===== src/rtl/fpscr_pkg.sv =====
package fpscr_pkg;

  localparam int INSTR_W = 32;
  localparam int FP_W    = 32;
  localparam int IDX_W   = 5;
  localparam int CR_W    = 4;
  localparam int PRI_W   = 6;
  localparam int EXT_W   = 10;

  localparam logic [PRI_W-1:0] PRI_SETBIT = PRI_W'(63);
  localparam logic [EXT_W-1:0] EXT_SETBIT = EXT_W'(38);

  // big-endian bit numbers of the register
  localparam int N_FX  = 0;
  localparam int N_FEX = 1;
  localparam int N_VX  = 2;
  localparam int N_OX  = 3;
  localparam int N_UX  = 4;
  localparam int N_ZX  = 5;
  localparam int N_XX  = 6;
  localparam int N_VE  = 24;
  localparam int N_OE  = 25;
  localparam int N_UE  = 26;
  localparam int N_ZE  = 27;
  localparam int N_XE  = 28;

  // vector positions derived from the bit numbers
  localparam int P_FX  = FP_W - 1 - N_FX;
  localparam int P_FEX = FP_W - 1 - N_FEX;
  localparam int P_VX  = FP_W - 1 - N_VX;
  localparam int P_OX  = FP_W - 1 - N_OX;
  localparam int P_UX  = FP_W - 1 - N_UX;
  localparam int P_ZX  = FP_W - 1 - N_ZX;
  localparam int P_XX  = FP_W - 1 - N_XX;
  localparam int P_VE  = FP_W - 1 - N_VE;
  localparam int P_OE  = FP_W - 1 - N_OE;
  localparam int P_UE  = FP_W - 1 - N_UE;
  localparam int P_ZE  = FP_W - 1 - N_ZE;
  localparam int P_XE  = FP_W - 1 - N_XE;

  function automatic logic [FP_W-1:0] span_mask(input int lo, input int hi);
    logic [FP_W-1:0] m;
    m = '0;
    for (int n = 0; n < FP_W; n++) begin
      if (n >= lo && n <= hi) m[FP_W-1-n] = 1'b1;
    end
    return m;
  endfunction

  localparam logic [FP_W-1:0] EXC_MASK = span_mask(3, 12) | span_mask(21, 23);
  localparam logic [FP_W-1:0] INV_MASK = span_mask(7, 12) | span_mask(21, 23);

  typedef struct packed {
    logic             hit;
    logic             bad;
    logic [IDX_W-1:0] idx;
    logic             rec;
  } setbit_dec_t;

endpackage


===== src/rtl/fpscr_rst_sync.sv =====
module fpscr_rst_sync #(
  parameter int STAGES = 2
) (
  input  logic clk,
  input  logic rst_n,
  output logic rst_n_sync
);
  logic [STAGES-1:0] chain_q;
  logic [STAGES-1:0] chain_d;

  always_comb begin
    chain_d = {chain_q[STAGES-2:0], 1'b1};
  end

  always_ff @(posedge clk or negedge rst_n) begin
    if (!rst_n) chain_q <= '0;
    else        chain_q <= chain_d;
  end

  assign rst_n_sync = chain_q[STAGES-1];
endmodule


===== src/rtl/fpscr_decode.sv =====
module fpscr_decode
  import fpscr_pkg::*;
(
  input  logic                    valid,
  input  logic [PRI_W-1:0]        pri_field,
  input  logic [IDX_W-1:0]        idx_field,
  input  logic [EXT_W-1:0]        ext_field,
  input  logic                    rec_field,
  output setbit_dec_t             dec
);
  logic opc_ok;

  always_comb begin
    opc_ok  = (pri_field == PRI_SETBIT) && (ext_field == EXT_SETBIT);
    dec.hit = valid && opc_ok;
    dec.bad = valid && !opc_ok;
    dec.idx = idx_field;
    dec.rec = rec_field;
  end
endmodule


===== src/rtl/fpscr_next.sv =====
module fpscr_next
  import fpscr_pkg::*;
(
  input  logic [FP_W-1:0]  cur,
  input  logic [IDX_W-1:0] idx,
  output logic [FP_W-1:0]  nxt
);
  logic [FP_W-1:0] sel;
  logic [FP_W-1:0] raw;
  logic            fresh_exc;
  logic            vx_sum;
  logic            fex_sum;

  // one select line per register bit; the two summary bits have none
  for (genvar g = 0; g < FP_W; g++) begin : g_sel
    if (g == N_FEX || g == N_VX) begin : g_prot
      assign sel[FP_W-1-g] = 1'b0;
    end else begin : g_open
      assign sel[FP_W-1-g] = (idx == IDX_W'(g));
    end
  end

  always_comb begin
    raw       = cur | sel;
    fresh_exc = |(sel & EXC_MASK & ~cur);
    vx_sum    = |(raw & INV_MASK);
    fex_sum   = (vx_sum      & raw[P_VE]) |
                (raw[P_OX]   & raw[P_OE]) |
                (raw[P_UX]   & raw[P_UE]) |
                (raw[P_ZX]   & raw[P_ZE]) |
                (raw[P_XX]   & raw[P_XE]);
    nxt        = raw;
    nxt[P_FX]  = raw[P_FX] | fresh_exc;
    nxt[P_VX]  = vx_sum;
    nxt[P_FEX] = fex_sum;
  end
endmodule


===== src/rtl/fpscr_setbit_unit.sv =====
module fpscr_setbit_unit
  import fpscr_pkg::*;
#(
  parameter int SYNC_STAGES = 2
) (
  input  logic               clk,
  input  logic               rst_n,
  input  logic               instr_valid,
  input  logic [INSTR_W-1:0] instr_word,
  output logic [FP_W-1:0]    fpscr_q,
  output logic [CR_W-1:0]    cr1_value,
  output logic               cr1_we,
  output logic               nomatch
);
  localparam int PRI_HI = INSTR_W - 1;
  localparam int PRI_LO = INSTR_W - PRI_W;
  localparam int IDX_HI = PRI_LO - 1;
  localparam int IDX_LO = PRI_LO - IDX_W;
  localparam int EXT_HI = EXT_W;
  localparam int EXT_LO = 1;

  logic            rst_n_sync;
  setbit_dec_t     dec;
  logic [FP_W-1:0] fpscr_d;
  logic [CR_W-1:0] cr1_d;
  logic            fpscr_en;
  logic            cr1_en;
  logic [FP_W-1:0] fpscr_r;
  logic [CR_W-1:0] cr1_r;
  logic            cr1_we_r;
  logic            nomatch_r;

  fpscr_rst_sync #(.STAGES(SYNC_STAGES)) u_rst (
    .clk        (clk),
    .rst_n      (rst_n),
    .rst_n_sync (rst_n_sync)
  );

  fpscr_decode u_dec (
    .valid     (instr_valid),
    .pri_field (instr_word[PRI_HI:PRI_LO]),
    .idx_field (instr_word[IDX_HI:IDX_LO]),
    .ext_field (instr_word[EXT_HI:EXT_LO]),
    .rec_field (instr_word[0]),
    .dec       (dec)
  );

  fpscr_next u_next (
    .cur (fpscr_r),
    .idx (dec.idx),
    .nxt (fpscr_d)
  );

  always_comb begin
    fpscr_en = dec.hit;
    cr1_en   = dec.hit && dec.rec;
    cr1_d    = {fpscr_d[P_FX], fpscr_d[P_FEX], fpscr_d[P_VX], fpscr_d[P_OX]};
  end

  always_ff @(posedge clk or negedge rst_n_sync) begin
    if (!rst_n_sync) begin
      fpscr_r   <= '0;
      cr1_r     <= '0;
      cr1_we_r  <= 1'b0;
      nomatch_r <= 1'b0;
    end else begin
      if (fpscr_en) fpscr_r <= fpscr_d;
      if (cr1_en)   cr1_r   <= cr1_d;
      cr1_we_r  <= cr1_en;
      nomatch_r <= dec.bad;
    end
  end

  assign fpscr_q   = fpscr_r;
  assign cr1_value = cr1_r;
  assign cr1_we    = cr1_we_r;
  assign nomatch   = nomatch_r;
endmodule


===== config.mk =====
export PLATFORM = sky130hd
export DESIGN_NAME = fpscr_setbit_unit
export DESIGN_NICKNAME = d
export VERILOG_FILES = /design/src/rtl/fpscr_pkg.sv /design/src/rtl/fpscr_rst_sync.sv /design/src/rtl/fpscr_decode.sv /design/src/rtl/fpscr_next.sv /design/src/rtl/fpscr_setbit_unit.sv
export SDC_FILE = /design/constraint.sdc
export NUM_CORES = 1
export LEC_CHECK = 0
export ABC_AREA = 1
export BUFFER_PORTS_ARGS = -buffer_cell sky130_fd_sc_hd__buf_2
export CAP_MARGIN = 20
export CELL_PAD_IN_SITES_DETAIL_PLACEMENT = 0
export CELL_PAD_IN_SITES_GLOBAL_PLACEMENT = 1
export CORE_UTILIZATION = 39
export CTS_BUF_LIST = sky130_fd_sc_hd__clkbuf_8
export DETAILED_ROUTE_END_ITERATION = 8
export GPL_TIMING_DRIVEN = 0
export PLACE_DENSITY = 0.91
export SYNTH_ARGS = -nofsm -noshare
export SYNTH_HDL_FRONTEND = slang
export SYNTH_SLANG_ARGS = --single-unit

===== constraint.sdc =====
create_clock -name clk -period 2 [get_ports clk]
set_clock_uncertainty 0.1 [all_clocks]
set_input_delay 0.4 -clock clk [delete_from_list [all_inputs] [get_ports clk]]
set_output_delay 0.4 -clock clk [all_outputs]
set_load 0.01 [all_outputs]

==> flow_metrics.tcl <==
set metrics [dict create \
    yosys-top-cells-area "dfrtp_1, nand2_1, inv_1, nand3_1, nor2_1" \
    ioPinCount 73 \
    synth_compound_area_share_pct 9.21 \
    initial_core_util_pct 41.5 \
    tritoncts "yes" \
    cp-startpoint "instr_word[22]" \
    maxUsedRoutingLayer "met4" \
    finalWirelength_mm 4.88 \
    dr_wl_met3_um 249 \
    status "complete, no violations" \
    die_h_um 73.8 \
    cts_buffer_depth 2 \
    required_ns 2.13 \
    ys_seq_area_share_pct 49.8 \
    wl_met2_mm 2.17 \
    synth-seq-cells 40 \
    finalSetupTns_ns 0 \
    ys_warn_count 0 \
    arrival_ns 1.68 \
    cpPeakStageDelay_ns 0.36 \
    ff2ff_setup_slack_ns 0.56 \
    cp_slowest_cell "nor2_2" \
    drive_above_1_share_pct 25.3 \
    vdd_ir_drop_max_uv 370 \
    setup_ws_ns 0.453 \
    grt_pass1_wl_mm 8.07 \
    cts_htree_levels 2 \
    critical_path_depth 10 \
    die_x_um 73.8 \
    num-fill-cells 481 \
    drt_iter0_drc 149 \
    dp_hpwl_mm 3.64 \
    worstRegToRegCells 8 \
    fin_hold_ws_ns 0.253 \
    clock_sinks 40 \
    synth_top_family_by_area "simple AND/OR/NAND/NOR gates" \
    critPathBufInv 1 \
    slew_headroom_pct 45.4 \
    synth_nets 293 \
    num_rows 25 \
    cts_hold_buf 1 \
    dp_cells 386 \
    syn_area_um2 2010 \
    gp_congestion 0.882 \
    drt-met1-wl_mm 2.39 \
    final_nets 362 \
    muxShareOfSynthArea_pct 0 \
    regToRegStartpoint "fpscr_q[24]" \
    hold_path_class "in -> reg" \
    setup_viol_count_final 0 \
    syn_inst 258 \
    synthAdderAreaFrac_pct 0 \
    worst-slew-pin-transition_ns 0.818 \
    cp_top_family "simple AND/OR/NAND/NOR gates" \
    post_cts_buffers 0 \
    synth-simple-area-share_pct 31.7 \
    synth-edff-count 0 \
    drv_cap 0 \
    power.density_nw_per_um2 650 \
    fin_cells 395 \
    cts_root_buffer "clkbuf_8" \
    grt_use_total_pct 19.8 \
    endpoint "cr1_value[2]" \
    yosysTopAreaCellShare_pct 49.8 \
    cp_cell_sequence "buf_2 -> nor2_2 -> nand2_1 -> o21ai_0 -> nand2_1 -> nand2_1 -> nor2_1 -> nand2_1 -> nand2_1 -> nand2_1" \
    critPathKind "in -> reg" \
    crit_path_max_fanout 9 \
    synthTopCellsByCount "nand2_1, dfrtp_1, inv_1, nor2_1, nand3_1" \
    crit_top_cell "nand2_1" \
    start_kind "primary input" \
    die-area_um2 5450 \
    core_area_um2 4850 \
    async_reset_ff_share_pct 100 \
    vias 1911 \
    cts.repair.resized 0 \
    ys.flop_type "dfrtp_1" \
    fmax_mhz 646 \
    dpl_worst_slack_ns 0.155 \
    postSynthAreaPerCell_um2 7.79 \
    numCtsBuffers 5 \
    drt_pre_antenna_iters 4 \
    finalHoldViolations 0 \
    ys_types 23 \
    wl_per_cell_um 12.3 \
    end_kind "flop" \
    ant_nets 0 \
    io_buffers 61 \
    total_power_mw 1.65 \
    synthXorXnorAreaFrac_pct 0 \
    overflow 0 \
    post-route-drc-count 0 \
    maxSlewViolCount 0 \
    yosysMostFrequentCell "nand2_1" \
    vias_per_cell 4.84 \
    areaGrowthSynthToFinish_pct 26.2 \
    rsz0062_at_grt "false" \
    clock_latency_ns 0.29 \
    antenna_found_initial 0 \
    finalCriticalPeriod_ns 1.55 \
    grt_pass1_vias 1761 \
    synth_top_area_cell "dfrtp_1" \
    grt_max_degree 39 \
    diodes 0 \
    min_period_over_period_pct 77.3 \
    p_leak_nw 1.35 \
    clkTransAtPathRegs_ns 0.08 \
    reg2reg_to "cr1_value[2]" \
]
==> where the power goes <==
| part | switching, mW | internal [mW] | leakage [nW] |
|---|---|---|---|
| logic | 0.0704 | 0.0357 | 0.846 |
| clock network | 0.277 | 0.440 | 0.0645 |
| registers | 0.0147 | 0.811 | 0.436 |
| total | 0.362 | 1.29 | 1.35 |
==> stage by stage <==
stage | utilization (%) | area, um^2
global route | 52.3 | 2540
finish | 52.3 | 2540
CTS | 52.3 | 2540
global placement | 49.5 | 2400
floorplan | - | 2010
detailed placement | 49.5 | 2400
==> kinds of logic after synthesis <==
logic type             Yosys count
AO/OA/AOI/OAI                   30
buffers and inverters           46
flip-flops                      40
other                            1
AND/OR/NAND/NOR                141
==> state kept, by name (all words and copies together) (netlist names) <==
| name | count |
|---|---|
| cr1_value | 4 |
| cr1_we | 1 |
| fpscr_q | 32 |
| nomatch | 1 |
| u_rst.chain_q | 2 |
==> worst min-delay path: cells and delay by family <==
| family | cells | cell delay [ns] |
|---|---|---|
| buffers and inverters | 2 | 0.18 |
| AND/OR/NAND/NOR | 1 | 0.03 |
==> final cells by class <==
class	count	area (um^2)	share of cell area, %
clock inverter	1	30.0	1.18
sequential	40	1000	39.5
clock buffer	7	96.3	3.80
inverter	38	143	5.62
buffer	8	40.0	1.58
timing repair buffer	62	315	12.4
multi-input combinational	172	827	32.6
tap	67	83.8	3.30
==> how the worst min path moves through the flow <==
stage,start,to,cells past startpoint
after floorplan,rst_n,u_rst.chain_q[0],0
after global placement,rst_n,u_rst.chain_q[1],1
after detailed placement,rst_n,u_rst.chain_q[0],1
after CTS,instr_valid,nomatch,3
after global routing,instr_valid,nomatch,3
final,instr_valid,nomatch,3
==> metal layers <==
metal | up-vias | track usage [%]
met5 | - | 0
met4 | 0 | 7.69
met3 | 5 | 5.08
met2 | 52 | 29.8
met1 | 883 | 27.3
li1 | 971 | -
==> placed cells by master, fill, tap and decap left out <==
master and instances:
buf_2 65, nand2_1 62, dfrtp_1 39, inv_1 38, nor2_1 28, nand3_1 24, nand4_1 16, o21ai_0 15
o21bai_1 8, clkbuf_8 7, nor2_2 4, nor3_1 3, o31ai_1 3, clkbuf_1 2, a21boi_0 2, clkbuf_2 1
nand4_2 1, nor4_1 1, buf_4 1, o211ai_1 1, nand3_2 1, nor2_4 1, a21oi_1 1, bufinv_16 1
dlygate4sd3_1 1, conb_1 1, dfrtp_2 1
Note: power is estimated with default switching activity, not from simulation.
